File: src/rtl/audclk_pkg.sv
package audclk_pkg;
  localparam int MAX_FRAME = 128;
  localparam int BPOS_W    = $clog2(MAX_FRAME);

  typedef logic [BPOS_W-1:0] bitpos_t;

  // last bit index of a frame for a frame-ratio select
  function automatic bitpos_t frame_last(input logic [1:0] sel);
    case (sel)
      2'd0:    frame_last = bitpos_t'(31);
      2'd1:    frame_last = bitpos_t'(63);
      default: frame_last = bitpos_t'(MAX_FRAME - 1);
    endcase
  endfunction

  // bit periods in half a frame
  function automatic bitpos_t frame_half(input logic [1:0] sel);
    case (sel)
      2'd0:    frame_half = bitpos_t'(16);
      2'd1:    frame_half = bitpos_t'(32);
      default: frame_half = bitpos_t'(MAX_FRAME / 2);
    endcase
  endfunction
endpackage

File: src/rtl/audclk_bitdiv.sv
module audclk_bitdiv (
  input  logic clk,
  input  logic rst_n,
  input  logic en,
  input  logic div4,
  output logic launch_now,
  output logic capture_now,
  output logic launch_q,
  output logic capture_q,
  output logic raw_q
);
  localparam int CNT_W = 2;

  logic [CNT_W-1:0] cnt_q, cnt_d, cnt_last, cnt_half;
  logic             run_q, run_d, raw_d;

  always_comb begin
    cnt_last = div4 ? CNT_W'(3) : CNT_W'(1);
    cnt_half = div4 ? CNT_W'(2) : CNT_W'(1);
    if (!run_q)                cnt_d = '0;
    else if (cnt_q == cnt_last) cnt_d = '0;
    else                       cnt_d = cnt_q + CNT_W'(1);
    launch_now  = en && (cnt_d == '0);
    capture_now = en && (cnt_d == cnt_half);
    run_d       = en;
    raw_d       = en ? (cnt_d >= cnt_half) : 1'b1;
  end

  always_ff @(posedge clk or negedge rst_n) begin
    if (!rst_n) begin
      run_q     <= 1'b0;
      cnt_q     <= '0;
      raw_q     <= 1'b1;
      launch_q  <= 1'b0;
      capture_q <= 1'b0;
    end else begin
      run_q     <= run_d;
      cnt_q     <= en ? cnt_d : '0;
      raw_q     <= raw_d;
      launch_q  <= launch_now;
      capture_q <= capture_now;
    end
  end

  p_strobe_excl_r7: assert property (@(posedge clk) disable iff (!rst_n)
    !(launch_q && capture_q));
  p_launch_spacing_r1: assert property (@(posedge clk) disable iff (!rst_n)
    launch_q |=> !launch_q);
  p_fall_has_launch_r7: assert property (@(posedge clk) disable iff (!rst_n)
    $fell(raw_q) |-> launch_q);
  p_rise_has_capture_r7: assert property (@(posedge clk) disable iff (!rst_n)
    $rose(raw_q) |-> (capture_q || $past(!en)));
  p_quiet_when_off_r6: assert property (@(posedge clk) disable iff (!rst_n)
    !en |=> (!launch_q && !capture_q && raw_q));
endmodule

File: src/rtl/audclk_framediv.sv
module audclk_framediv
  import audclk_pkg::*;
#(
  parameter int ACTIVE_BITS = 24
) (
  input  logic       clk,
  input  logic       rst_n,
  input  logic       en,
  input  logic       launch_now,
  input  logic       cfg_div4,
  input  logic [1:0] cfg_fsel,
  input  logic       free_run,
  output logic       act_div4_q,
  output logic       lr_q,
  output logic       gate_q
);
  localparam bitpos_t ACT_LIM = bitpos_t'(ACTIVE_BITS);

  bitpos_t    bitpos_q, bitpos_d, fs_last, fs_half, offset;
  logic [1:0] act_fsel_q;
  logic       run_q, run_d, wrap, frame_start, act_load, lr_d, gate_d;

  always_comb begin
    fs_last     = frame_last(act_fsel_q);
    fs_half     = frame_half(act_fsel_q);
    wrap        = !run_q || (bitpos_q == fs_last);
    frame_start = launch_now && wrap;
    act_load    = !en || frame_start;
    run_d       = en && (run_q || launch_now);
    if (!en)             bitpos_d = '0;
    else if (launch_now) bitpos_d = wrap ? '0 : bitpos_q + bitpos_t'(1);
    else                 bitpos_d = bitpos_q;
    offset = bitpos_d & (fs_half - bitpos_t'(1));
    if (!en)             lr_d = 1'b0;
    else if (launch_now) lr_d = (bitpos_d >= fs_half);
    else                 lr_d = lr_q;
    if (!en)             gate_d = 1'b0;
    else if (launch_now) gate_d = !free_run && (offset >= ACT_LIM);
    else                 gate_d = gate_q;
  end

  always_ff @(posedge clk or negedge rst_n) begin
    if (!rst_n) begin
      run_q      <= 1'b0;
      bitpos_q   <= '0;
      lr_q       <= 1'b0;
      gate_q     <= 1'b0;
      act_div4_q <= 1'b0;
      act_fsel_q <= 2'd0;
    end else begin
      run_q    <= run_d;
      bitpos_q <= bitpos_d;
      lr_q     <= lr_d;
      gate_q   <= gate_d;
      if (act_load) begin
        act_div4_q <= cfg_div4;
        act_fsel_q <= cfg_fsel;
      end
    end
  end

  p_bitpos_range_r2: assert property (@(posedge clk) disable iff (!rst_n)
    bitpos_q <= fs_last);
  p_lr_on_launch_r2: assert property (@(posedge clk) disable iff (!rst_n)
    !$stable(lr_q) |-> $past(launch_now || !en));
  p_ratio_at_boundary_r8: assert property (@(posedge clk) disable iff (!rst_n)
    (!$stable(act_fsel_q) || !$stable(act_div4_q)) |-> (bitpos_q == '0));
endmodule

File: src/rtl/audclk_slvsync.sv
module audclk_slvsync #(
  parameter int SYNC_STAGES = 2
) (
  input  logic clk,
  input  logic rst_n,
  input  logic en,
  input  logic bclk_in,
  input  logic lrclk_in,
  input  logic bclk_inv,
  input  logic frame_inv,
  output logic launch_q,
  output logic capture_q,
  output logic lr
);
  logic [SYNC_STAGES-1:0] bsh_q, bsh_d, lsh_q, lsh_d;
  logic bprev_q, b_now, b_prev, launch_d, capture_d;

  generate
    if (SYNC_STAGES == 1) begin : g_one
      assign bsh_d = bclk_in;
      assign lsh_d = lrclk_in;
    end else begin : g_many
      assign bsh_d = {bsh_q[SYNC_STAGES-2:0], bclk_in};
      assign lsh_d = {lsh_q[SYNC_STAGES-2:0], lrclk_in};
    end
  endgenerate

  always_comb begin
    b_now     = bsh_q[SYNC_STAGES-1] ^ bclk_inv;
    b_prev    = bprev_q ^ bclk_inv;
    launch_d  = en && b_prev && !b_now;
    capture_d = en && !b_prev && b_now;
    lr        = lsh_q[SYNC_STAGES-1] ^ frame_inv;
  end

  always_ff @(posedge clk or negedge rst_n) begin
    if (!rst_n) begin
      bsh_q     <= '0;
      lsh_q     <= '0;
      bprev_q   <= 1'b0;
      launch_q  <= 1'b0;
      capture_q <= 1'b0;
    end else begin
      bsh_q     <= bsh_d;
      lsh_q     <= lsh_d;
      bprev_q   <= bsh_q[SYNC_STAGES-1];
      launch_q  <= launch_d;
      capture_q <= capture_d;
    end
  end

  p_slave_quiet_r3: assert property (@(posedge clk) disable iff (!rst_n)
    !en |=> (!launch_q && !capture_q));
endmodule

File: src/rtl/audclk_gen.sv
module audclk_gen #(
  parameter int ACTIVE_BITS = 24,
  parameter int SYNC_STAGES = 2
) (
  input  logic       clk_mst,
  input  logic       rst_n,
  input  logic       enable,
  input  logic       cfg_master,
  input  logic       cfg_bclk_inv,
  input  logic       cfg_frame_inv,
  input  logic       cfg_free_run,
  input  logic       cfg_bdiv_sel,
  input  logic [1:0] cfg_fdiv_sel,
  input  logic       bclk_in,
  input  logic       lrclk_in,
  output logic       bclk_o,
  output logic       bclk_oe,
  output logic       lrclk_o,
  output logic       lrclk_oe,
  output logic       launch_stb,
  output logic       capture_stb,
  output logic       frame_lr
);
  localparam int RST_STAGES = 2;

  logic [RST_STAGES-1:0] rsync_q;
  logic rst_n_s, en_m, en_s;
  logic m_launch_now, m_capture_now, m_launch_q, m_capture_q, m_raw_q;
  logic m_div4, m_lr_q, m_gate_q;
  logic s_launch_q, s_capture_q, s_lr;

  always_ff @(posedge clk_mst or negedge rst_n) begin
    if (!rst_n) rsync_q <= '0;
    else        rsync_q <= {rsync_q[RST_STAGES-2:0], 1'b1};
  end
  assign rst_n_s = rsync_q[RST_STAGES-1];

  assign en_m = enable && cfg_master;
  assign en_s = enable && !cfg_master;

  audclk_bitdiv u_bitdiv (
    .clk         (clk_mst),
    .rst_n       (rst_n_s),
    .en          (en_m),
    .div4        (m_div4),
    .launch_now  (m_launch_now),
    .capture_now (m_capture_now),
    .launch_q    (m_launch_q),
    .capture_q   (m_capture_q),
    .raw_q       (m_raw_q)
  );

  audclk_framediv #(.ACTIVE_BITS(ACTIVE_BITS)) u_framediv (
    .clk        (clk_mst),
    .rst_n      (rst_n_s),
    .en         (en_m),
    .launch_now (m_launch_now),
    .cfg_div4   (cfg_bdiv_sel),
    .cfg_fsel   (cfg_fdiv_sel),
    .free_run   (cfg_free_run),
    .act_div4_q (m_div4),
    .lr_q       (m_lr_q),
    .gate_q     (m_gate_q)
  );

  audclk_slvsync #(.SYNC_STAGES(SYNC_STAGES)) u_slvsync (
    .clk       (clk_mst),
    .rst_n     (rst_n_s),
    .en        (en_s),
    .bclk_in   (bclk_in),
    .lrclk_in  (lrclk_in),
    .bclk_inv  (cfg_bclk_inv),
    .frame_inv (cfg_frame_inv),
    .launch_q  (s_launch_q),
    .capture_q (s_capture_q),
    .lr        (s_lr)
  );

  always_comb begin
    bclk_o      = (m_raw_q | m_gate_q) ^ cfg_bclk_inv;
    lrclk_o     = m_lr_q ^ cfg_frame_inv;
    bclk_oe     = cfg_master;
    lrclk_oe    = cfg_master;
    launch_stb  = cfg_master ? m_launch_q  : s_launch_q;
    capture_stb = cfg_master ? m_capture_q : s_capture_q;
    frame_lr    = cfg_master ? m_lr_q      : s_lr;
  end

  p_gate_idle_r5: assert property (@(posedge clk_mst) disable iff (!rst_n_s)
    (cfg_master && m_gate_q) |-> (bclk_o == !cfg_bclk_inv));
  p_master_unused_in_slave_r3: assert property (@(posedge clk_mst) disable iff (!rst_n_s)
    !cfg_master |=> (!m_launch_q && !m_lr_q));
endmodule

File: config.mk
export PLATFORM = sky130hd
export DESIGN_NAME = audclk_gen
export DESIGN_NICKNAME = d
export VERILOG_FILES = /design/src/rtl/audclk_pkg.sv /design/src/rtl/audclk_bitdiv.sv /design/src/rtl/audclk_framediv.sv /design/src/rtl/audclk_slvsync.sv /design/src/rtl/audclk_gen.sv
export SDC_FILE = /design/constraint.sdc
export NUM_CORES = 1
export LEC_CHECK = 0
export ABC_AREA = 1
export BUFFER_PORTS_ARGS = -buffer_cell sky130_fd_sc_hd__clkbuf_2
export CAP_MARGIN = 20
export CORE_ASPECT_RATIO = 1.25
export CORE_MARGIN = 5
export CORE_UTILIZATION = 32
export CTS_CLUSTER_DIAMETER = 50
export CTS_CLUSTER_SIZE = 30
export DETAILED_ROUTE_END_ITERATION = 7
export GPL_TIMING_DRIVEN = 0
export SLEW_MARGIN = 15
export SYNTH_ARGS = -nofsm -noshare
export SYNTH_HDL_FRONTEND = slang
export SYNTH_SLANG_ARGS = --single-unit
File: constraint.sdc
create_clock -name clk_mst -period 1 [get_ports clk_mst]
set_clock_uncertainty 0.05 [all_clocks]
set_input_delay 0.05 -clock clk_mst [delete_from_list [all_inputs] [get_ports clk_mst]]
set_output_delay 0.05 -clock clk_mst [all_outputs]
set_load 0.02 [all_outputs]
==> metrics, run 1 <==
area of the mapped netlist 1530 um^2; post-DP HPWL roughly 2200 um; Root Buffer clkbuf_8; yosys warns 0; # setup viols final 22; Max Fclk about 450 MHz; Clk pwr share 0.341; dominant synthesized flop cell dfrtp_1; leak pwr 1.15 nW; # rows 28; cell internal pwr approximately 1.9 mW; Final Core Density 0.496; nature of the critical path startpoint flip-flop; placement-stage cell area 1730 um^2; Initial Utilization 0.325; Net Sw Power around 0.64 mW; crit path time final 2.21 ns; Overall Power 2.59 mW; CTS max path bufs 2; sequential share of the synthesized area 0.459; Clock Sinks 28; Final Max Tran Viols 0; max cap viols 0; pwr/cell area 1110 nW/um^2; Clock transition at path regs ~0.1 ns; share of cells above drive strength 1 0.468; # port buffers 18; total gr overflow 0; drt wl/cell 11.3 um; register area 703 um^2; All-Layer GR Usage 0.113; synth unique cells 31; CTS tree yes; H-tree depth 1; worst hold path class primary input to flip-flop; Multi-input gate area about 900 um^2; fin cells 293; Die W 71.8 um; setup TNS -9.58 ns; nature of the critical path endpoint flip-flop; Synth area leaders dfrtp_1 44%, nand2_1 11%, ha_1 7.4%; Setup CP Type flip-flop to flip-flop; transition time of the tightest slew-check pin 0.586 ns; # IOs 19; vias in the first global route 1,223; Post-synth EDFFs 0; combinational group share of total power 0.188; DRC viols 0; DR vias ~1,300; Avg Vias per Cell 4.42; syn_nets between 150 and 200; Slew HR 0.610; CTS buffer count 3; Routed WL 3320 um; nets 255; cell count after placement 251; RSZ-0062 raised after global routing yes; syn avg cell area 8.83 um^2; synthesized instance count between 150 and 200; worst skew pair latency approximately 0.27 ns; diode count 0; Critical Path AT 2.33 ns; routability cong. roughly 0.8; Sw Share 0.249; synthesis-stage register bit count 28; Initial DRT Pass Iterations 4; initial DRC count 36; die area 6260 um^2; status finished, violations left; filler instances 424; Yosys top cell area share 0.442; final hold violations 0; core area 4690 um^2; worst endpoint required time 1.12 ns; failing checks setup timing; Final ANT Viol Nets 0; Post-synth ARST share 1.00; Final Cell Area between 2000 and 2500 um^2; fin worst setup slack -1.21 ns; largest net degree at the start of global routing 27; final period utilization 2.21; Seq pwr share 0.471; maximum fanout along the worst path 5; first-pass GRT wire length 5490 um; Layout area overhead 52.4%; die height 87.3 um; maximum vdd drop 588 uV; antenna violations before repair 0; cell taking the most area after synthesis dfrtp_1
final timing paths:
kind | startpoint | end | slack, ns | cells after the start
worst max-delay path | u_bitdiv.cnt_q[0]$_DFF_PN0_ | u_framediv.lr_q$_DFFE_PN0P_ | -1.21 | 17
worst min-delay path | enable | u_slvsync.launch_q$_DFF_PN0_ | 0.008 | 3
worst min register to register | rsync_q[1]$_DFF_PN0_ | u_framediv.gate_q$_DFFE_PN0P_ | 0.22 | 0
max in group asynchronous | rsync_q[1]$_DFF_PN0_ | u_slvsync.launch_q$_DFF_PN0_ | 0.29 | 0
worst max register to register | u_bitdiv.cnt_q[0]$_DFF_PN0_ | u_framediv.lr_q$_DFFE_PN0P_ | -1.21 | 17
min in group asynchronous | rst_n | rsync_q[0]$_DFF_PN0_ | 0.05 | 2
through the flow:
stage          hold slack [ns]  setup WS (ns)
2_1_floorplan           -0.296          -1.00
3_3_place_gp            -0.214          -1.27
3_5_place_dp            -0.209          -1.29
4_1_cts               0.000976          -1.18
5_1_grt                 0.0187          -1.36
6_report               0.00753          -1.21
logic make-up (layout without fill, tap and decap cells):
kind of cell | Yosys count | in the layout | synth area share
fa+ha+maj | 9 | 9 | 0.0737
other cells | 1 | 1 | 0.00245
buf+inv | 29 | 88 | 0.0786
simple gates | 89 | 90 | 0.308
compound gates | 10 | 10 | 0.0377
flops | 28 | 28 | 0.459
xor+xnor | 7 | 7 | 0.0401
flip-flops by register name (all words and copies together), names as in the netlist, 2 cells and up:
| signal | count |
|---|---|
| u_slvsync.lsh_q | 2 |
| u_framediv.bitpos_q | 7 |
| rsync_q | 2 |
| u_slvsync.bsh_q | 2 |
| u_bitdiv.cnt_q | 2 |
| u_framediv.act_fsel_q | 2 |
synthesized netlist by cell type (2+ instances only):
cell	n
inv_1	22
nand2_4	5
nand2_1	43
buf_4	2
nor2_4	2
nand3_2	3
nand4_1	3
o21ai_0	3
a21oi_1	3
dfrtp_1	27
nor2_2	2
nor3_1	3
ha_1	9
nor2_1	12
xnor2_1	3
xor2_1	4
inv_2	3
nand3_1	7
nand2_2	5
routing by layer:
layer / global-route usage / routed length [um] / up-vias
met5: 0 / 0 / -
met4: 0.0632 / 44 / 0
met3: 0.0104 / 83 / 2
met2: 0.212 / 1900 / 16
met1: 0.124 / 1300 / 621
li1: - / - / 657
cell type report:
class	instances	area share
Inverter	27	0.0484
Clock buffer	3	0.0177
Tap cell	60	0.0322
Buffer	2	0.00645
Sequential cell	28	0.302
Clock inverter	1	0.0129
Timing Repair Buffer	55	0.192
Multi-Input combinational cell	117	0.388
power by group through the flow:
stage | clock network (mW) | logic (mW) | registers, mW
after floorplan | 0 | 0.231 | 1.23
after global placement | 0 | 0.315 | 1.24
after detailed placement | 0 | 0.324 | 1.24
after CTS | 0.906 | 0.439 | 1.22
after global routing | 0.944 | 0.539 | 1.23
final | 0.883 | 0.489 | 1.22
critical path, stage by stage, from the launching register on:
cell and delay (ns):
dfrtp_1 0.42, nand2_1 0.08, nand2_2 0.07, nand2_4 0.09
nand2_8 0.08, nor2_8 0.16, buf_6 0.11, nand2_2 0.04
nand2_2 0.06, nand2_2 0.06, nor2_4 0.12, ha_1 0.23
nand2_1 0.08, nor2_1 0.06, a211oi_2 0.18, nand2_1 0.09
nand2_1 0.06, nand2_1 0.04
cells in the final DEF, fill, tap and decap left out, drive strengths merged:
cell,netlist,final
nand3b,1,1
clkinv,1,1
nand2,53,53
xnor2,3,3
dfrtp,27,27
conb,1,1
nor3,3,3
o22ai,1,1
xor2,4,4
o21ai,4,4
nand3,10,10
clkbuf,0,18
and3b,1,1
dfstp,1,1
and3,1,1
buf,2,35
inv,26,26
a211oi,1,1
nand4,3,3
a21oi,4,4
bufinv,0,1
dlygate4sd3,0,7
ha,9,9
nor2,17,18
what timing repair did:
item | in CTS | in global routing
endpoints found under the hold margin | 8 | 0
setup endpoints to repair | 47 | 23
gates resized for setup | 27 | 25
pin swaps | 9 | 11
buffers inserted | 18 | 13
cloned | 1 | 0
hold buffers | 7 | 0
No activity file was read; power rests on OpenSTA's default activity.
==> run 2, diff against run 1 <==
--- a/config.mk
+++ b/config.mk
@@ -5,7 +5,6 @@
 export SDC_FILE = /design/constraint.sdc
 export NUM_CORES = 1
 export LEC_CHECK = 0
-export ABC_AREA = 1
 export BUFFER_PORTS_ARGS = -buffer_cell sky130_fd_sc_hd__clkbuf_2
 export CAP_MARGIN = 20
 export CORE_ASPECT_RATIO = 1.25
==> run 2 against run 1 <==
  * The flow still finishes with violations (setup timing)
  * Sequential share of layout area grew 0.96 points
  * First-iteration DRC count grew 11%
  * Sequential power hardly changed
  * Non-clock buffer count is 4 higher
  * Clock power rose by 0.8%
  * Critical path depth down 7
  * Worst hold slack improved by 0.015 ns
  * Total power is 1.3% lower
  * Combinational power decreased by 9.4%
  * Flip-flop and latch count unchanged
  * Die area shrank 5.3%
  * Setup slack got worse by 0.018 ns
  * Critical endpoint unchanged
  * Largest power group unchanged
==> metrics, run 2 <==
status finished, violations left; failing checks setup timing; Reg2Reg Setup Slack -1.23 ns (-0.02 ns); Avg Vias per Cell 4.66 (+5.3%); dominant synthesized flop cell dfrtp_1; worst skew pair latency 0.28 ns (about the same); Post-synth EDFFs 0 (unchanged); nets 222 (-13%); top-count cell post-synth dfrtp_1; synthesis-stage register bit count 28 (unchanged); cell count after placement 214 (-15%); cell mode on critical path nor2_4; # port buffers 18 (unchanged); Die W 69.9 um (-2.6%); antenna violations before repair 0 (unchanged); Synth area leaders dfrtp_1 47%, ha_1 7.8%, nor2_1 4.7%; worst endpoint required time 1.15 ns (+0.03 ns); die height 84.9 um (-2.7%); DR vias 1,202 (-7.3%); Worst path max stage delay 0.45 ns (+0.03 ns); pwr/cell area 1130 nW/um^2 (+1.5%); H-tree depth 1 (unchanged); CTS max path bufs 2 (unchanged); vias in the first global route 1,337 (+9.3%); Yosys top cell area share 0.471 (+0.0285); Clock transition at path regs 0.10 ns (about the same); syn_nets 159 (-18%); CTS buffer count 3 (unchanged); Critical Path AT 2.38 ns (+0.05 ns); final hold violations 0 (unchanged); synth unique cells 40 (+29%); Setup CP Type flip-flop to flip-flop; fin cells 258 (-12%); largest reg by FF count u_framediv.bitpos_q; Final Core Density 0.516 (+0.0197); Routed WL 3630 um (+9.3%); filler instances 382 (-9.9%); worst hold path class primary input to asynchronous set/reset pin; routability cong. 0.779 (-2.5%); WP buf/inv 1 (unchanged); sequential share of the synthesized area 0.489 (+0.0296); initial DRC count 40 (+11%); maximum fanout along the worst path 5 (unchanged); first-pass GRT wire length 6040 um (+10%); All-Layer GR Usage 0.125 (+0.0118); Max Fclk 449 MHz (-0.82%); die area 5930 um^2 (-5.3%); DRC viols 0 (unchanged); Final ANT Viol Nets 0 (unchanged); max cap viols 0 (unchanged); nature of the critical path startpoint flip-flop; cell taking the most area after synthesis dfrtp_1; crit path time final 2.23 ns (+0.0183 ns); transition time of the tightest slew-check pin 0.586 ns (+0.000233 ns); placement-stage cell area 1660 um^2 (-4.1%); # IOs 19 (unchanged); CP max stage cell dfrtp_1; CTS tree yes; Clock Sinks 28 (unchanged); syn avg cell area 10.4 um^2 (+18%); RSZ-0062 raised after global routing yes; Initial Utilization 0.327 (+0.00135); Largest register FFs 7 (unchanged); leak pwr 1.04 nW (-9.9%); post-DP HPWL 2150 um (-3.1%); fin worst setup slack -1.23 ns (-0.0182 ns); Initial DRT Pass Iterations 4 (unchanged); final period utilization 2.23 (+0.0183); area of the mapped netlist 1440 um^2 (-6.1%); maximum vdd drop 619 uV (+5.3%); yosys warns 0 (unchanged); # rows 27 (-3.6%); largest net degree at the start of global routing 27 (unchanged); core area 4390 um^2 (-6.4%); Root Buffer clkbuf_8; Slew HR 0.609 (about the same); # setup viols final 22 (unchanged); family with the most delay on the worst path compound AO/OA/AOI/OAI gates; Final Cell Area 2260 um^2 (-2.7%); drt wl/cell 14.1 um (+24%); Commonest cells post-synth 27 x dfrtp_1, 18 x nor2_1, 11 x nand2_1, 9 x ha_1; diode count 0 (unchanged); worst path cell trace nor2_4 -> xor2_2 -> a31oi_4 -> o21ai_4 -> buf_6 -> nor2_4 -> ha_1 -> nand4_1 -> a211oi_2 -> o2bb2ai_1; total gr overflow 0 (unchanged); Final Max Tran Viols 0 (unchanged); Post-synth ARST share 1.00 (unchanged); synthesized instance count 138 (-20%); commonest non-fill, non-tap cell in the layout buf_4; share of cells above drive strength 1 0.520 (+0.0522); most frequent cells in the layout 26 x buf_4, 24 x dfrtp_1, 14 x buf_6; nature of the critical path endpoint flip-flop; Layout area overhead 57.8%
run 2: power by group:
part | switching [mW] | total [mW] | leakage [nW] | internal, mW
clock | 0.354 | 0.890 | 0.0357 | 0.536
sequential | 0.0505 | 1.23 | 0.356 | 1.17
combinational | 0.208 | 0.443 | 0.646 | 0.235
total | 0.613 | 2.56 | 1.04 | 1.95
run 2: repair_timing:
item | 4_1_cts | 5_1_grt
pin swaps | 19 | 11
endpoints found under the setup margin | 48 | 22
endpoints found under the hold margin | 9 | 0
resized for setup | 32 | 31
setup buffers | 29 | 9
hold buffers | 7 | 0
run 2: worst reg2reg max path: stages, from the launching register on:
cell and delay, ns:
dfrtp_1 0.45, nor2_4 0.16, xor2_2 0.19, a31oi_4 0.13
o21ai_4 0.23, buf_6 0.15, nor2_4 0.04, ha_1 0.29
nand4_1 0.12, a211oi_2 0.23, o2bb2ai_1 0.13
run 2: layer usage:
layer / global-route usage / vias to the layer above / wire length, um
met5: 0 / - / 0
met4: 0.0505 / 0 / 54
met2: 0.235 / 21 / 2090
met1: 0.138 / 590 / 1370
met3: 0.0225 / 6 / 108
li1: - / 585 / -
run 2: stage by stage:
step	hold slack, ns	power, mW	TNS, ns	worst slack (ns)
6_report	0.0227	2.56	-12.00	-1.23
5_1_grt	0.0239	2.68	-13.31	-1.38
4_1_cts	0.0261	2.54	-11.56	-1.15
3_5_place_dp	-0.213	1.54	-17.07	-1.45
3_3_place_gp	-0.215	1.54	-15.97	-1.43
2_1_floorplan	-0.296	1.44	-7.79	-1.13
run 2: logic make-up after synthesis:
family,after synthesis,synth area share
buf+inv,12,0.0410
compound gates,18,0.0889
simple gates,52,0.179
mux,7,0.0541
other cells,1,0.00261
xor+xnor,11,0.0671
flops,28,0.489
fa+ha+maj,9,0.0785
run 2: final timing paths:
kind	from	end	depth (start not counted)
worst max-delay path	u_framediv.act_fsel_q[1]$_DFFE_PN0P_	u_framediv.lr_q$_DFFE_PN0P_	10
min in group clk_mst	cfg_free_run	u_framediv.gate_q$_DFFE_PN0P_	3
worst min-delay path	rst_n	rsync_q[0]$_DFF_PN0_	2
max in group asynchronous	rsync_q[1]$_DFF_PN0_	u_bitdiv.run_q$_DFF_PN0_	0
worst max register to register	u_framediv.act_fsel_q[1]$_DFFE_PN0P_	u_framediv.lr_q$_DFFE_PN0P_	10
worst min register to register	rsync_q[1]$_DFF_PN0_	u_slvsync.bsh_q[1]$_DFF_PN0_	0
run 2: area by class of cell:
class / instances / area, um^2 / share of cell area
multi-input combinational: 98 / 873 / 0.386
sequential: 28 / 706 / 0.312
timing repair buffer: 59 / 488 / 0.215
tap: 58 / 72.6 / 0.0320
clock buffer: 3 / 41.3 / 0.0182
inverter: 9 / 38.8 / 0.0171
clock inverter: 1 / 30.0 / 0.0133
buffer: 2 / 15.0 / 0.00663
